$ cat src/rtl/kbc_pkg.sv
package kbc_pkg;
  localparam int unsigned BYTE_W = 8;
  typedef logic [BYTE_W-1:0] byte_t;

  localparam byte_t C_RD_MODE   = 8'h20;
  localparam byte_t C_WR_MODE   = 8'h60;
  localparam byte_t C_AUX_OFF   = 8'hA7;
  localparam byte_t C_AUX_ON    = 8'hA8;
  localparam byte_t C_AUX_TEST  = 8'hA9;
  localparam byte_t C_SELF_TEST = 8'hAA;
  localparam byte_t C_KBD_TEST  = 8'hAB;
  localparam byte_t C_KBD_OFF   = 8'hAD;
  localparam byte_t C_KBD_ON    = 8'hAE;
  localparam byte_t C_RD_INPORT = 8'hC0;
  localparam byte_t C_RD_OUTP   = 8'hD0;
  localparam byte_t C_WR_OUTP   = 8'hD1;
  localparam byte_t C_WR_KBUF   = 8'hD2;
  localparam byte_t C_WR_ABUF   = 8'hD3;
  localparam byte_t C_WR_AUXDEV = 8'hD4;
  localparam byte_t C_A20_OFF   = 8'hDD;
  localparam byte_t C_A20_ON    = 8'hDF;

  localparam int unsigned MB_KBD_DIS = 4;
  localparam int unsigned MB_AUX_DIS = 5;
  localparam int unsigned OP_A20_BIT = 1;

  typedef enum logic [3:0] {
    OP_POST_MODE, OP_POST_INPORT, OP_POST_OUTP, OP_POST_ZERO, OP_SELFTEST,
    OP_LATCH, OP_SET_AUXDIS, OP_CLR_AUXDIS, OP_SET_KBDDIS, OP_CLR_KBDDIS,
    OP_A20_UP, OP_A20_DOWN, OP_RESET, OP_NOP, OP_BAD
  } op_e;

  typedef struct packed {
    logic  mode_we;
    byte_t mode_d;
    logic  outp_we;
    byte_t outp_d;
    logic  selftest_set;
    logic  cmdflag_we;
    logic  cmdflag_d;
    logic  wcmd_we;
    byte_t wcmd_d;
  } reg_upd_t;
endpackage

$ cat src/rtl/kbc_cmd_decode.sv
module kbc_cmd_decode
  import kbc_pkg::*;
(
  input  byte_t cmd,
  output op_e   op
);
  always_comb begin
    if (cmd[7:4] == 4'hF) begin
      op = cmd[0] ? OP_NOP : OP_RESET;
    end else begin
      case (cmd)
        C_RD_MODE:   op = OP_POST_MODE;
        C_RD_INPORT: op = OP_POST_INPORT;
        C_RD_OUTP:   op = OP_POST_OUTP;
        C_AUX_TEST,
        C_KBD_TEST:  op = OP_POST_ZERO;
        C_SELF_TEST: op = OP_SELFTEST;
        C_WR_MODE, C_WR_OUTP, C_WR_KBUF,
        C_WR_ABUF, C_WR_AUXDEV: op = OP_LATCH;
        C_AUX_OFF:   op = OP_SET_AUXDIS;
        C_AUX_ON:    op = OP_CLR_AUXDIS;
        C_KBD_OFF:   op = OP_SET_KBDDIS;
        C_KBD_ON:    op = OP_CLR_KBDDIS;
        C_A20_ON:    op = OP_A20_UP;
        C_A20_OFF:   op = OP_A20_DOWN;
        default:     op = OP_BAD;
      endcase
    end
  end
endmodule

$ cat src/rtl/kbc_ctrl_regs.sv
module kbc_ctrl_regs
  import kbc_pkg::*;
#(
  parameter byte_t MODE_RST = 8'h03,
  parameter byte_t OUTP_RST = 8'hCF
) (
  input  logic     clk,
  input  logic     rst_n,
  input  reg_upd_t upd,
  output byte_t    mode_q,
  output byte_t    outp_q,
  output logic     selftest_q,
  output logic     cmdflag_q,
  output byte_t    wcmd_q
);
  always_ff @(posedge clk or negedge rst_n) begin
    if (!rst_n) begin
      mode_q     <= MODE_RST;
      outp_q     <= OUTP_RST;
      selftest_q <= 1'b0;
      cmdflag_q  <= 1'b1;
      wcmd_q     <= '0;
    end else begin
      if (upd.mode_we)      mode_q     <= upd.mode_d;
      if (upd.outp_we)      outp_q     <= upd.outp_d;
      if (upd.selftest_set) selftest_q <= 1'b1;
      if (upd.cmdflag_we)   cmdflag_q  <= upd.cmdflag_d;
      if (upd.wcmd_we)      wcmd_q     <= upd.wcmd_d;
    end
  end
endmodule

$ cat src/rtl/kbc_rsp_mailbox.sv
module kbc_rsp_mailbox #(
  parameter int unsigned DATA_W = 8
) (
  input  logic              clk,
  input  logic              rst_n,
  input  logic              post,
  input  logic [DATA_W-1:0] post_data,
  input  logic              post_aux,
  output logic              rsp_valid,
  output logic [DATA_W-1:0] rsp_data,
  output logic              rsp_aux,
  input  logic              rsp_ready
);
  always_ff @(posedge clk or negedge rst_n) begin
    if (!rst_n) begin
      rsp_valid <= 1'b0;
      rsp_data  <= '0;
      rsp_aux   <= 1'b0;
    end else if (post) begin
      rsp_valid <= 1'b1;
      rsp_data  <= post_data;
      rsp_aux   <= post_aux;
    end else if (rsp_ready) begin
      rsp_valid <= 1'b0;
    end
  end
endmodule

$ cat src/rtl/kbc_cmd_decoder.sv
module kbc_cmd_decoder
  import kbc_pkg::*;
#(
  parameter byte_t MODE_RST    = 8'h03,
  parameter byte_t OUTP_RST    = 8'hCF,
  parameter byte_t INPORT_VAL  = 8'h80,
  parameter byte_t SELFTEST_OK = 8'h55
) (
  input  logic       clk,
  input  logic       rst_n,
  input  logic       bus_wr,
  input  logic       bus_addr,
  input  logic [7:0] bus_wdata,
  output logic [7:0] status_o,
  input  logic       obf_in,
  input  logic       obf_aux_in,
  output logic       rsp_valid,
  output logic [7:0] rsp_data,
  output logic       rsp_aux,
  input  logic       rsp_ready,
  output logic       kbd_tx_valid,
  output logic       aux_tx_valid,
  output logic [7:0] tx_data,
  output logic [7:0] mode_o,
  output logic       a20_out,
  output logic       sys_reset_req,
  output logic       cmd_err
);
  op_e      op;
  reg_upd_t upd;
  byte_t    mode_q, outp_q, wcmd_q;
  logic     selftest_q, cmdflag_q;
  logic     post, post_aux;
  byte_t    post_data;
  logic     kbd_d, aux_d, rst_d, err_d;

  kbc_cmd_decode u_dec (.cmd(bus_wdata), .op(op));

  kbc_ctrl_regs #(.MODE_RST(MODE_RST), .OUTP_RST(OUTP_RST)) u_regs (
    .clk(clk), .rst_n(rst_n), .upd(upd), .mode_q(mode_q), .outp_q(outp_q),
    .selftest_q(selftest_q), .cmdflag_q(cmdflag_q), .wcmd_q(wcmd_q)
  );

  kbc_rsp_mailbox #(.DATA_W(BYTE_W)) u_mbox (
    .clk(clk), .rst_n(rst_n), .post(post), .post_data(post_data),
    .post_aux(post_aux), .rsp_valid(rsp_valid), .rsp_data(rsp_data),
    .rsp_aux(rsp_aux), .rsp_ready(rsp_ready)
  );

  always_comb begin
    upd       = '0;
    post      = 1'b0;
    post_data = '0;
    post_aux  = 1'b0;
    kbd_d     = 1'b0;
    aux_d     = 1'b0;
    rst_d     = 1'b0;
    err_d     = 1'b0;
    if (bus_wr && bus_addr) begin
      upd.cmdflag_we = 1'b1;
      upd.cmdflag_d  = 1'b1;
      case (op)
        OP_POST_MODE:   begin post = 1'b1; post_data = mode_q; end
        OP_POST_INPORT: begin post = 1'b1; post_data = INPORT_VAL; end
        OP_POST_OUTP: begin
          post      = 1'b1;
          post_data = {outp_q[7:6], obf_aux_in, obf_in, outp_q[3:0]};
        end
        OP_POST_ZERO:   post = 1'b1;
        OP_SELFTEST: begin
          upd.selftest_set = 1'b1;
          post             = 1'b1;
          post_data        = SELFTEST_OK;
        end
        OP_LATCH: begin upd.wcmd_we = 1'b1; upd.wcmd_d = bus_wdata; end
        OP_SET_AUXDIS: begin
          upd.mode_we = 1'b1; upd.mode_d = mode_q; upd.mode_d[MB_AUX_DIS] = 1'b1;
        end
        OP_CLR_AUXDIS: begin
          upd.mode_we = 1'b1; upd.mode_d = mode_q; upd.mode_d[MB_AUX_DIS] = 1'b0;
        end
        OP_SET_KBDDIS: begin
          upd.mode_we = 1'b1; upd.mode_d = mode_q; upd.mode_d[MB_KBD_DIS] = 1'b1;
        end
        OP_CLR_KBDDIS: begin
          upd.mode_we = 1'b1; upd.mode_d = mode_q; upd.mode_d[MB_KBD_DIS] = 1'b0;
        end
        OP_A20_UP: begin
          upd.outp_we = 1'b1; upd.outp_d = outp_q; upd.outp_d[OP_A20_BIT] = 1'b1;
        end
        OP_A20_DOWN: begin
          upd.outp_we = 1'b1; upd.outp_d = outp_q; upd.outp_d[OP_A20_BIT] = 1'b0;
        end
        OP_RESET: rst_d = 1'b1;
        OP_NOP:   ;
        default: begin
          err_d          = 1'b1;
          upd.cmdflag_we = 1'b0;
        end
      endcase
    end else if (bus_wr) begin
      upd.cmdflag_we = 1'b1;
      upd.cmdflag_d  = 1'b0;
      upd.wcmd_we    = 1'b1;
      upd.wcmd_d     = '0;
      case (wcmd_q)
        C_WR_MODE: begin upd.mode_we = 1'b1; upd.mode_d = bus_wdata; end
        C_WR_OUTP: begin
          upd.outp_we = 1'b1;
          upd.outp_d  = bus_wdata;
          rst_d       = ~bus_wdata[0];
        end
        C_WR_KBUF: begin post = 1'b1; post_data = bus_wdata; end
        C_WR_ABUF: begin post = 1'b1; post_data = bus_wdata; post_aux = 1'b1; end
        C_WR_AUXDEV: begin
          aux_d = 1'b1;
          upd.mode_we = 1'b1; upd.mode_d = mode_q; upd.mode_d[MB_AUX_DIS] = 1'b0;
        end
        default: begin
          kbd_d = 1'b1;
          upd.mode_we = 1'b1; upd.mode_d = mode_q; upd.mode_d[MB_KBD_DIS] = 1'b0;
        end
      endcase
    end
  end

  always_ff @(posedge clk or negedge rst_n) begin
    if (!rst_n) begin
      kbd_tx_valid  <= 1'b0;
      aux_tx_valid  <= 1'b0;
      tx_data       <= '0;
      sys_reset_req <= 1'b0;
      cmd_err       <= 1'b0;
    end else begin
      kbd_tx_valid  <= kbd_d;
      aux_tx_valid  <= aux_d;
      if (kbd_d || aux_d) tx_data <= bus_wdata;
      sys_reset_req <= rst_d;
      cmd_err       <= err_d;
    end
  end

  assign status_o = {2'b00, obf_aux_in, 1'b1, cmdflag_q, selftest_q, 1'b0, obf_in};
  assign mode_o   = mode_q;
  assign a20_out  = outp_q[OP_A20_BIT];
endmodule

$ cat config.mk
export PLATFORM = sky130hd
export DESIGN_NAME = kbc_cmd_decoder
export DESIGN_NICKNAME = d
export VERILOG_FILES = /design/src/rtl/kbc_pkg.sv /design/src/rtl/kbc_cmd_decode.sv /design/src/rtl/kbc_ctrl_regs.sv /design/src/rtl/kbc_rsp_mailbox.sv /design/src/rtl/kbc_cmd_decoder.sv
export SDC_FILE = /design/constraint.sdc
export NUM_CORES = 1
export LEC_CHECK = 0
export ABC_AREA = 1
export BUFFER_PORTS_ARGS = -buffer_cell sky130_fd_sc_hd__buf_2
export CORE_AREA = 2 2 81 90
export CTS_CLUSTER_SIZE = 40
export DETAILED_ROUTE_END_ITERATION = 10
export DIE_AREA = 0 0 83 92
export GPL_TIMING_DRIVEN = 0
export SKIP_CTS_REPAIR_TIMING = 1
export SLEW_MARGIN = 20
export SYNTH_ARGS = -nofsm -noshare
export SYNTH_HDL_FRONTEND = slang
export SYNTH_SLANG_ARGS = --single-unit
$ cat constraint.sdc
create_clock -name clk -period 1.5 [get_ports clk]
set_clock_uncertainty 0.2 [all_clocks]
set_input_delay 0.3 -clock clk [delete_from_list [all_inputs] [get_ports clk]]
set_output_delay 0.3 -clock clk [all_outputs]
set_load 0.02 [all_outputs]
==> impl_metrics.json, run 1 <==
{
  "outcome": "complete, but fails checks",
  "violations": "setup timing",
  "cts_max_level": 2,
  "p_total_mw": 2.69,
  "port_buffers": 46,
  "grt_pass1_wl_um": 11400,
  "num_antenna_cells": 0,
  "fin_ws_ps": -124,
  "via_count": 2501,
  "syn_area_mm2": 0.00261,
  "yosysSeqAreaShare_pct": 44.5,
  "synth_top_family_by_area": "simple AND/OR/NAND/NOR gates",
  "crit_type": "reg -> reg",
  "drv_cap": 0,
  "synth_compound_area_share_pct": 7.00,
  "synth_cell_type_count": 31,
  "slew_violations": 0,
  "syn_to_final_growth_pct": 30.1,
  "die-area_mm2": 0.00764,
  "clock-root-buffer": "clkbuf_8",
  "hold_viol_final": 0,
  "power_frac_seq_pct": 49.5,
  "ioPinCount": 54,
  "cp-endpoint": "u_regs.mode_q[2]",
  "p_comb_share_pct": 15.8,
  "grt_overflow": 0,
  "clock-sinks": 46,
  "synth_seq_cells": 46,
  "rsz0062_at_grt": "yes",
  "yosys_warnings": 0,
  "gp_congestion": 0.930,
  "synthMuxAreaShare_pct": 0.384,
  "cp-end-kind": "flop",
  "leakagePower_nw": 1.81,
  "synthAdderAreaFrac_pct": 0,
  "fin_nets": 430,
  "worst_pin_slew_ps": 580,
  "yosys.area_share.simple_pct": 38.1,
  "critPathLaunch": "u_regs.wcmd_q[1]",
  "drt-total-wl_um": 7230,
  "first_pass_iters": 4,
  "tns_ps": -2700,
  "p_sw_share_pct": 27.9,
  "fin_area_mm2": 0.00339,
  "grt_pass1_vias": 2359,
  "p_per_area_mw_per_mm2": 791,
  "cts_tree": "yes",
  "grt_max_degree": 47,
  "switchingPower_mw": 0.749,
  "relSlewSlack_pct": 61.3,
  "drc_errors": 0,
  "post-route-period-util_pct": 108,
  "clk_latency_ps": 300,
  "drtAntennaViolNets": 0,
  "p_int_mw": 1.94,
  "worstSetupStartpointType": "flop",
  "critPathRequiredTime_ps": 1480,
  "via_per_inst": 4.99,
  "grt.total_usage_pct": 18.8,
  "final_layout_size_suffix_gt1_share_pct": 38.0,
  "start_util_pct": 38.1,
  "pwr-share-clk_pct": 34.7,
  "rrSetupSlack_ps": -120,
  "reg2reg_depth": 5,
  "rows": 32,
  "avgSynthCellArea_um2": 7.61,
  "fmax_mhz": 616,
  "peakVddDrop_mv": 0.422,
  "fin_crit_ps": 1620,
  "die-height_um": 92,
  "antenna_found_initial": 0,
  "synthXorXnorAreaFrac_pct": 0,
  "hp-start": "rsp_ready",
  "dp_hpwl_um": 5210,
  "drt_iter0_drc": 95,
  "setup-violations-final": 27,
  "r2r_end": "u_regs.mode_q[2]",
  "synth_cells": 343,
  "critical_path_arrival_ps": 1610,
  "numCtsBuffers": 5,
  "final.fill_count": 714,
  "crit_fanout": 8,
  "min_path_type": "in -> reg",
  "place_area_mm2": 0.00301,
  "die-width_um": 83,
  "coreArea_mm2": 0.00685,
  "r2r_start": "u_regs.wcmd_q[1]",
  "path_clk_slew_ps": 90,
  "avgRoutedWirePerCell_um": 14.4,
  "clockBufferDepth": 2
}
cells in the mapped netlist (all sizes together):
cell / instances / area share (%)
nand2: 119 / 18
nand3: 39 / 8.4
dfrtp: 37 / 35
inv: 35 / 5.0
nor2: 34 / 7.9
o21ai: 22 / 4.2
buf: 16 / 4.4
nand4: 12 / 2.9
dfstp: 9 / 9.1
o22ai: 6 / 1.4
conb: 2 / 0.29
nor3: 2 / 0.38
o211ai: 2 / 0.58
a21oi: 1 / 0.19
clkbuf: 1 / 0.14
clkinv: 1 / 0.14
mux2i: 1 / 0.38
nand3b: 1 / 0.29
nor4: 1 / 0.24
o21bai: 1 / 0.29
o31ai: 1 / 0.29
through the flow:
step / hold WS [ps] / std cells / utilization (%) / setup WS (ps)
2_1_floorplan: -196 / 345 / - / -51.6
3_3_place_gp: 262 / 476 / 43.9 / -409
3_5_place_dp: 259 / 476 / 43.9 / -445
4_1_cts: 2.21 / 484 / 45.5 / -463
5_1_grt: 2.33 / 501 / 49.6 / -266
6_report: 6.62 / 501 / 49.6 / -124
final cells by class:
class	instances	area [um^2]	area share, %
Clock inverter	2	37.5	1.11
Clock buffer	6	72.6	2.14
Inverter	36	135	3.98
Buffer	16	134	3.94
Timing Repair Buffer	64	414	12.2
Tap cell	85	106	3.13
Sequential cell	46	1160	34.2
Multi-Input combinational cell	246	1330	39.3
cell usage in the layout, fill, tap and decap left out, types with 3 or more instances in the layout:
| master | synthesis | routed |
|---|---|---|
| nand2_1 | 112 | 98 |
| buf_2 | 5 | 40 |
| dfrtp_1 | 37 | 37 |
| nand3_1 | 34 | 27 |
| inv_1 | 31 | 26 |
| buf_4 | 9 | 24 |
| nand2_2 | 6 | 17 |
| nor2_1 | 20 | 16 |
| o21ai_1 | 5 | 14 |
| nand4_1 | 12 | 12 |
| nand3_2 | 5 | 12 |
| buf_6 | 2 | 11 |
| inv_2 | 4 | 9 |
| nor2_2 | 9 | 9 |
| dfstp_2 | 9 | 9 |
| nor2_4 | 3 | 7 |
| o22ai_1 | 6 | 6 |
| o21ai_0 | 17 | 5 |
| clkbuf_8 | 0 | 5 |
| nand2_4 | 1 | 4 |
| conb_1 | 2 | 4 |
| o21ai_2 | 0 | 3 |
metal layers:
layer,GRT usage (%),vias to the layer above,part of all wire [%]
met3,3.69,19,5.7
met4,6.01,0,2.4
met2,31.3,82,48
met1,24.5,1166,44
li1,-,1234,-
met5,0,-,0
worst max-delay path, cell delays in order (launching register included):
cell and delay [ps]:
dfrtp_1 430, o211ai_1 390, nand4_1 190, buf_6 180, nand2_1 50, o21ai_0 60
power by group through the flow:
stage | sequential, mW | clock [mW] | combinational, mW
final | 1.33 | 0.932 | 0.425
after global routing | 1.34 | 1.01 | 0.464
after CTS | 1.33 | 0.952 | 0.386
after detailed placement | 1.35 | 0 | 0.384
after global placement | 1.35 | 0 | 0.381
after floorplan | 1.40 | 0 | 0.189
registers in the layout (all words and copies together) (netlist names):
register,flops
u_regs.outp_q,6
cmd_err,1
u_mbox.rsp_valid,1
sys_reset_req,1
u_mbox.rsp_aux,1
aux_tx_valid,1
u_regs.mode_q,8
kbd_tx_valid,1
u_regs.selftest_q,1
u_mbox.rsp_data,8
u_regs.cmdflag_q,1
u_regs.wcmd_q,8
tx_data,8
logic make-up (layout without fill, tap and decap cells):
logic type,Yosys count,after routing
compound gates,33,33
buf+inv,53,124
flops,46,46
mux,1,1
other cells,2,4
simple gates,208,208
how the worst min path moves through the flow:
| stage | to | depth (start not counted) |
|---|---|---|
| after floorplan | aux_tx_valid | 0 |
| after global placement | u_regs.cmdflag_q | 2 |
| after detailed placement | u_regs.cmdflag_q | 2 |
| after CTS | u_mbox.rsp_valid | 2 |
| after global routing | u_mbox.rsp_valid | 2 |
| final | u_mbox.rsp_valid | 2 |
Note: power is estimated with default switching activity, not from simulation.
==> run 2: changes to the inputs <==
PLACE_DENSITY = 0.64   (was default)
==> impl_metrics.json, run 2 (synthesis results as in run 1) <==
{
  "rsz0062_at_grt": "yes",
  "slew_violations": 0,
  "numCtsBuffers": 5,
  "layout_commonest_cell": "nand2_1",
  "rows": 32,
  "start_util_pct": 38.1,
  "grt.total_usage_pct": 18.7,
  "syn_to_final_growth_pct": 27.7,
  "fin_crit_ps": 1680,
  "reg2reg_depth": 8,
  "clock-sinks": 46,
  "num_antenna_cells": 0,
  "gp_congestion": 0.903,
  "grt_pass1_wl_um": 11500,
  "final.fill_count": 697,
  "dp_hpwl_um": 5080,
  "hp-start": "rsp_ready",
  "first_pass_iters": 4,
  "outcome": "complete, but fails checks",
  "path_clk_slew_ps": 90,
  "tns_ps": -4190,
  "min_path_type": "in -> reg",
  "final_layout_size_suffix_gt1_share_pct": 34.9,
  "coreArea_mm2": 0.00685,
  "fin_ws_ps": -184,
  "rrSetupSlack_ps": -180,
  "slowest_stage": "dfrtp_1",
  "cts_tree": "yes",
  "hold_slack_ps": -8.48,
  "die-area_mm2": 0.00764,
  "antenna_found_initial": 0,
  "grt_max_degree": 47,
  "critPathRequiredTime_ps": 1490,
  "relSlewSlack_pct": 62.7,
  "port_buffers": 46,
  "r2r_end": "tx_data[1]",
  "via_per_inst": 4.90,
  "die-width_um": 83,
  "critical_path_arrival_ps": 1680,
  "drv_cap": 0,
  "worst_pin_slew_ps": 559,
  "cpPeakStageDelay_ps": 400,
  "post-route-period-util_pct": 112,
  "drt_iter0_drc": 141,
  "peakVddDrop_mv": 0.503,
  "die-height_um": 92,
  "crit_fanout": 5,
  "drt-total-wl_um": 6880,
  "drtAntennaViolNets": 0,
  "r2r_start": "u_regs.wcmd_q[5]",
  "placed_cells": 476,
  "final_cell_mix": "nand2_1 (107), buf_2 (41), dfrtp_1 (37), nand3_1 (27), inv_1 (26)",
  "clock-root-buffer": "clkbuf_8",
  "fmax_mhz": 594,
  "crit_path_cell_trace": "inv_2, nand4_1, buf_6, inv_4, o211ai_1, nand2_2, buf_4, o21ai_1",
  "clk_latency_ps": 300,
  "drc_errors": 0,
  "finalNonFillerCells": 500,
  "hold-path-cell-count": 2,
  "crit_type": "reg -> reg",
  "ioPinCount": 54,
  "avgRoutedWirePerCell_um": 13.8,
  "violations": "hold timing, setup timing",
  "hold_viol_final": 1,
  "grt_pass1_vias": 2370,
  "setup-violations-final": 33,
  "path_delay_family": "buffers and inverters",
  "leakagePower_nw": 1.78,
  "worstSetupStartpointType": "flop",
  "clockBufferDepth": 2,
  "fin_nets": 429,
  "cts_max_level": 2,
  "cp-end-kind": "flop",
  "grt_overflow": 0,
  "p_per_area_mw_per_mm2": 757,
  "via_count": 2451,
  "worst-path-buf-inv": 4,
  "min_to": "u_mbox.rsp_valid"
}
run 2: cell types whose count changed in the layout (fill, tap and decap cells not counted), moves of 2 or more:
cell     before  now
nand2_1      98  107
nand2_2      17    9
buf_4        24   21
nor2_1       16   18
nor2_4        7    5
o21ai_0       5    7
o21ai_1      14   12
run 2: worst max path at each step:
stage	start	endpoint	depth (start not counted)	slack (ps)
5_1_grt	u_regs.wcmd_q[5]	u_regs.mode_q[3]	9	-290
4_1_cts	u_regs.wcmd_q[7]	u_regs.mode_q[3]	5	-450
6_report	u_regs.wcmd_q[5]	tx_data[1]	8	-180
3_3_place_gp	u_regs.wcmd_q[6]	u_regs.mode_q[2]	5	-400
3_5_place_dp	u_regs.wcmd_q[6]	u_regs.mode_q[3]	5	-420
2_1_floorplan	u_regs.wcmd_q[6]	u_regs.mode_q[2]	6	-50
run 2: per-stage QoR:
stage | worst slack (ps) | util, % | power [mW] | instance area [um^2]
floorplan | -51.6 | - | 1.58 | 2670
global placement | -402 | 43.9 | 1.73 | 3010
detailed placement | -423 | 43.9 | 1.73 | 3010
CTS | -453 | 45.3 | 2.52 | 3100
global route | -293 | 48.7 | 2.65 | 3330
finish | -184 | 48.7 | 2.52 | 3330
run 2: power breakdown:
part           internal (mW)  switching [mW]
Clock                  0.372           0.415
Sequential              1.30          0.0310
Combinational          0.137           0.272
Total                   1.81           0.718
run 2: worst reg2reg max path, cell delays in order, from the launching register on:
cell	delay, ps
dfrtp_1	400
inv_2	60
nand4_1	100
buf_6	160
inv_4	50
o211ai_1	180
nand2_2	210
buf_4	160
o21ai_1	60
run 2: layer usage:
layer	share of wire (%)	track usage, %	up-vias
li1	-	-	1231
met1	43	23.4	1148
met2	50	32.5	58
met3	4.9	3.78	14
met4	2.0	5.74	0
met5	0	0	-
run 2: final cells by class:
type / count / area (um^2) / area share (%)
clock buffers: 7 / 86.3 / 2.59
well taps: 85 / 106 / 3.19
plain buffers: 16 / 134 / 4.02
repair buffers: 62 / 409 / 12.3
multi-input cells: 246 / 1280 / 38.6
inverters: 36 / 138 / 4.13
repair inverters: 1 / 7.51 / 0.225
flip-flops and latches: 46 / 1160 / 34.9
clock inverters: 1 / 5.00 / 0.150
==> run 3: changes to the inputs <==
TNS_END_PERCENT = 50   (was default)
==> impl_metrics.json, run 3 (synthesis results as in run 1) <==
{
  "outcome": "complete, but fails checks",
  "violations": "hold timing, setup timing",
  "relSlewSlack_pct": 61.9,
  "fin_crit_ps": 1710,
  "start_util_pct": 38.1,
  "numCtsBuffers": 5,
  "syn_to_final_growth_pct": 29.1,
  "rows": 32,
  "worst-path-buf-inv": 3,
  "dp_hpwl_um": 5170,
  "slew_violations": 0,
  "slowest_stage": "dfrtp_1",
  "crit_type": "reg -> reg",
  "grt_pass1_wl_um": 11400,
  "min_to": "u_mbox.rsp_valid",
  "fin_ws_ps": -209,
  "critPathRequiredTime_ps": 1500,
  "rsz0062_at_grt": "yes",
  "coreArea_mm2": 0.00685,
  "post-route-period-util_pct": 114,
  "crit_path_cell_trace": "inv_2, nand4_1, buf_4, nor2_4, nand3_4, clkbuf_16, nand3_2, nand2_1",
  "final_layout_size_suffix_gt1_share_pct": 37.5,
  "path_delay_family": "simple AND/OR/NAND/NOR gates",
  "crit_fanout": 5,
  "grt_pass1_vias": 2367,
  "fmax_mhz": 585,
  "final_cell_mix": "nand2_1 (101), buf_2 (41), dfrtp_1 (37), inv_1 (25), nand3_1 (25)",
  "hold-path-cell-count": 2,
  "path_clk_slew_ps": 90,
  "cp-end-kind": "flop",
  "r2r_start": "u_regs.wcmd_q[5]",
  "r2r_end": "u_mbox.rsp_data[7]",
  "drv_cap": 0,
  "die-area_mm2": 0.00764,
  "critical_path_arrival_ps": 1710,
  "grt_max_degree": 47,
  "drt-total-wl_um": 7150,
  "hold_slack_ps": -3.59,
  "place_ws_ps": -428,
  "cpPeakStageDelay_ps": 400,
  "ioPinCount": 54,
  "peakVddDrop_mv": 0.293,
  "die-width_um": 83,
  "cts_tree": "yes",
  "antenna_found_initial": 0,
  "clockBufferDepth": 2,
  "num_antenna_cells": 0,
  "die-height_um": 92,
  "grt.total_usage_pct": 18.7,
  "hold_viol_final": 1,
  "min_path_type": "in -> reg",
  "clk_latency_ps": 300,
  "setup-violations-final": 33,
  "cts_max_level": 2,
  "worstSetupStartpointType": "flop",
  "hp-start": "rsp_ready",
  "port_buffers": 46,
  "clock-sinks": 46,
  "gp_congestion": 0.895,
  "clock-root-buffer": "clkbuf_8",
  "tns_ps": -3880,
  "layout_commonest_cell": "nand2_1",
  "via_count": 2518,
  "drtAntennaViolNets": 0,
  "drt_iter0_drc": 100,
  "rrSetupSlack_ps": -210,
  "worst_pin_slew_ps": 571,
  "first_pass_iters": 4,
  "leakagePower_nw": 1.79,
  "reg2reg_depth": 8,
  "fin_nets": 428,
  "avgRoutedWirePerCell_um": 14.4,
  "via_per_inst": 5.06,
  "drc_errors": 0,
  "p_per_area_mw_per_mm2": 736,
  "grt_overflow": 0
}
run 3: cell types whose count changed in the layout (fill, tap and decap cells not counted), sizes merged:
cell	before	now
clkinv	2	3
clkbuf	9	8
clkinvlp	1	0
buf	75	74
run 3: cell type report:
type | count | area, um^2
clock buffer | 5 | 68.8
inverter | 36 | 135
sequential | 46 | 1160
fill | 683 | 3480
buffer | 17 | 149
tap | 85 | 106
multi-input combinational | 246 | 1320
timing repair buffer | 61 | 418
clock inverter | 2 | 10.0
run 3: power breakdown:
part / leakage (nW) / internal, mW / switching (mW) / total, mW
combinational: 1.15 / 0.143 / 0.277 / 0.420
clock: 0.0438 / 0.313 / 0.416 / 0.729
sequential: 0.594 / 1.30 / 0.0312 / 1.33
run 3: per-stage QoR:
stage / instance area, um^2 / utilization [%] / power [mW] / std cells
after floorplan: 2670 / - / 1.58 / 345
after global placement: 3010 / 43.9 / 1.73 / 476
after detailed placement: 3010 / 43.9 / 1.73 / 476
after CTS: 3090 / 45.1 / 2.46 / 483
after global routing: 3370 / 49.2 / 2.59 / 498
final: 3370 / 49.2 / 2.48 / 498
run 3: worst register-to-register path, stage by stage (launching register included):
cell and delay, ps:
dfrtp_1 400, inv_2 60, nand4_1 140, buf_4 200
nor2_4 200, nand3_4 130, clkbuf_16 180, nand3_2 60
nand2_1 50
run 3: metal layers:
layer,wire (um),GRT usage [%],vias to the layer above
met3,398,4.23,15
met5,0,0,-
met2,3600,31.9,79
li1,-,-,1235
met4,172,7.92,0
met1,2980,22.8,1189
run 3: how the worst max path moves through the flow:
stage | from | to | slack [ps] | cells past startpoint
after global routing | u_regs.wcmd_q[5] | u_mbox.rsp_data[1] | -330 | 9
after CTS | u_regs.wcmd_q[4] | u_regs.mode_q[3] | -460 | 5
after global placement | u_regs.wcmd_q[6] | u_regs.mode_q[2] | -410 | 6
final | u_regs.wcmd_q[5] | u_mbox.rsp_data[7] | -210 | 8
after detailed placement | u_regs.wcmd_q[6] | u_regs.mode_q[3] | -430 | 5
after floorplan | u_regs.wcmd_q[6] | u_regs.mode_q[2] | -50 | 6
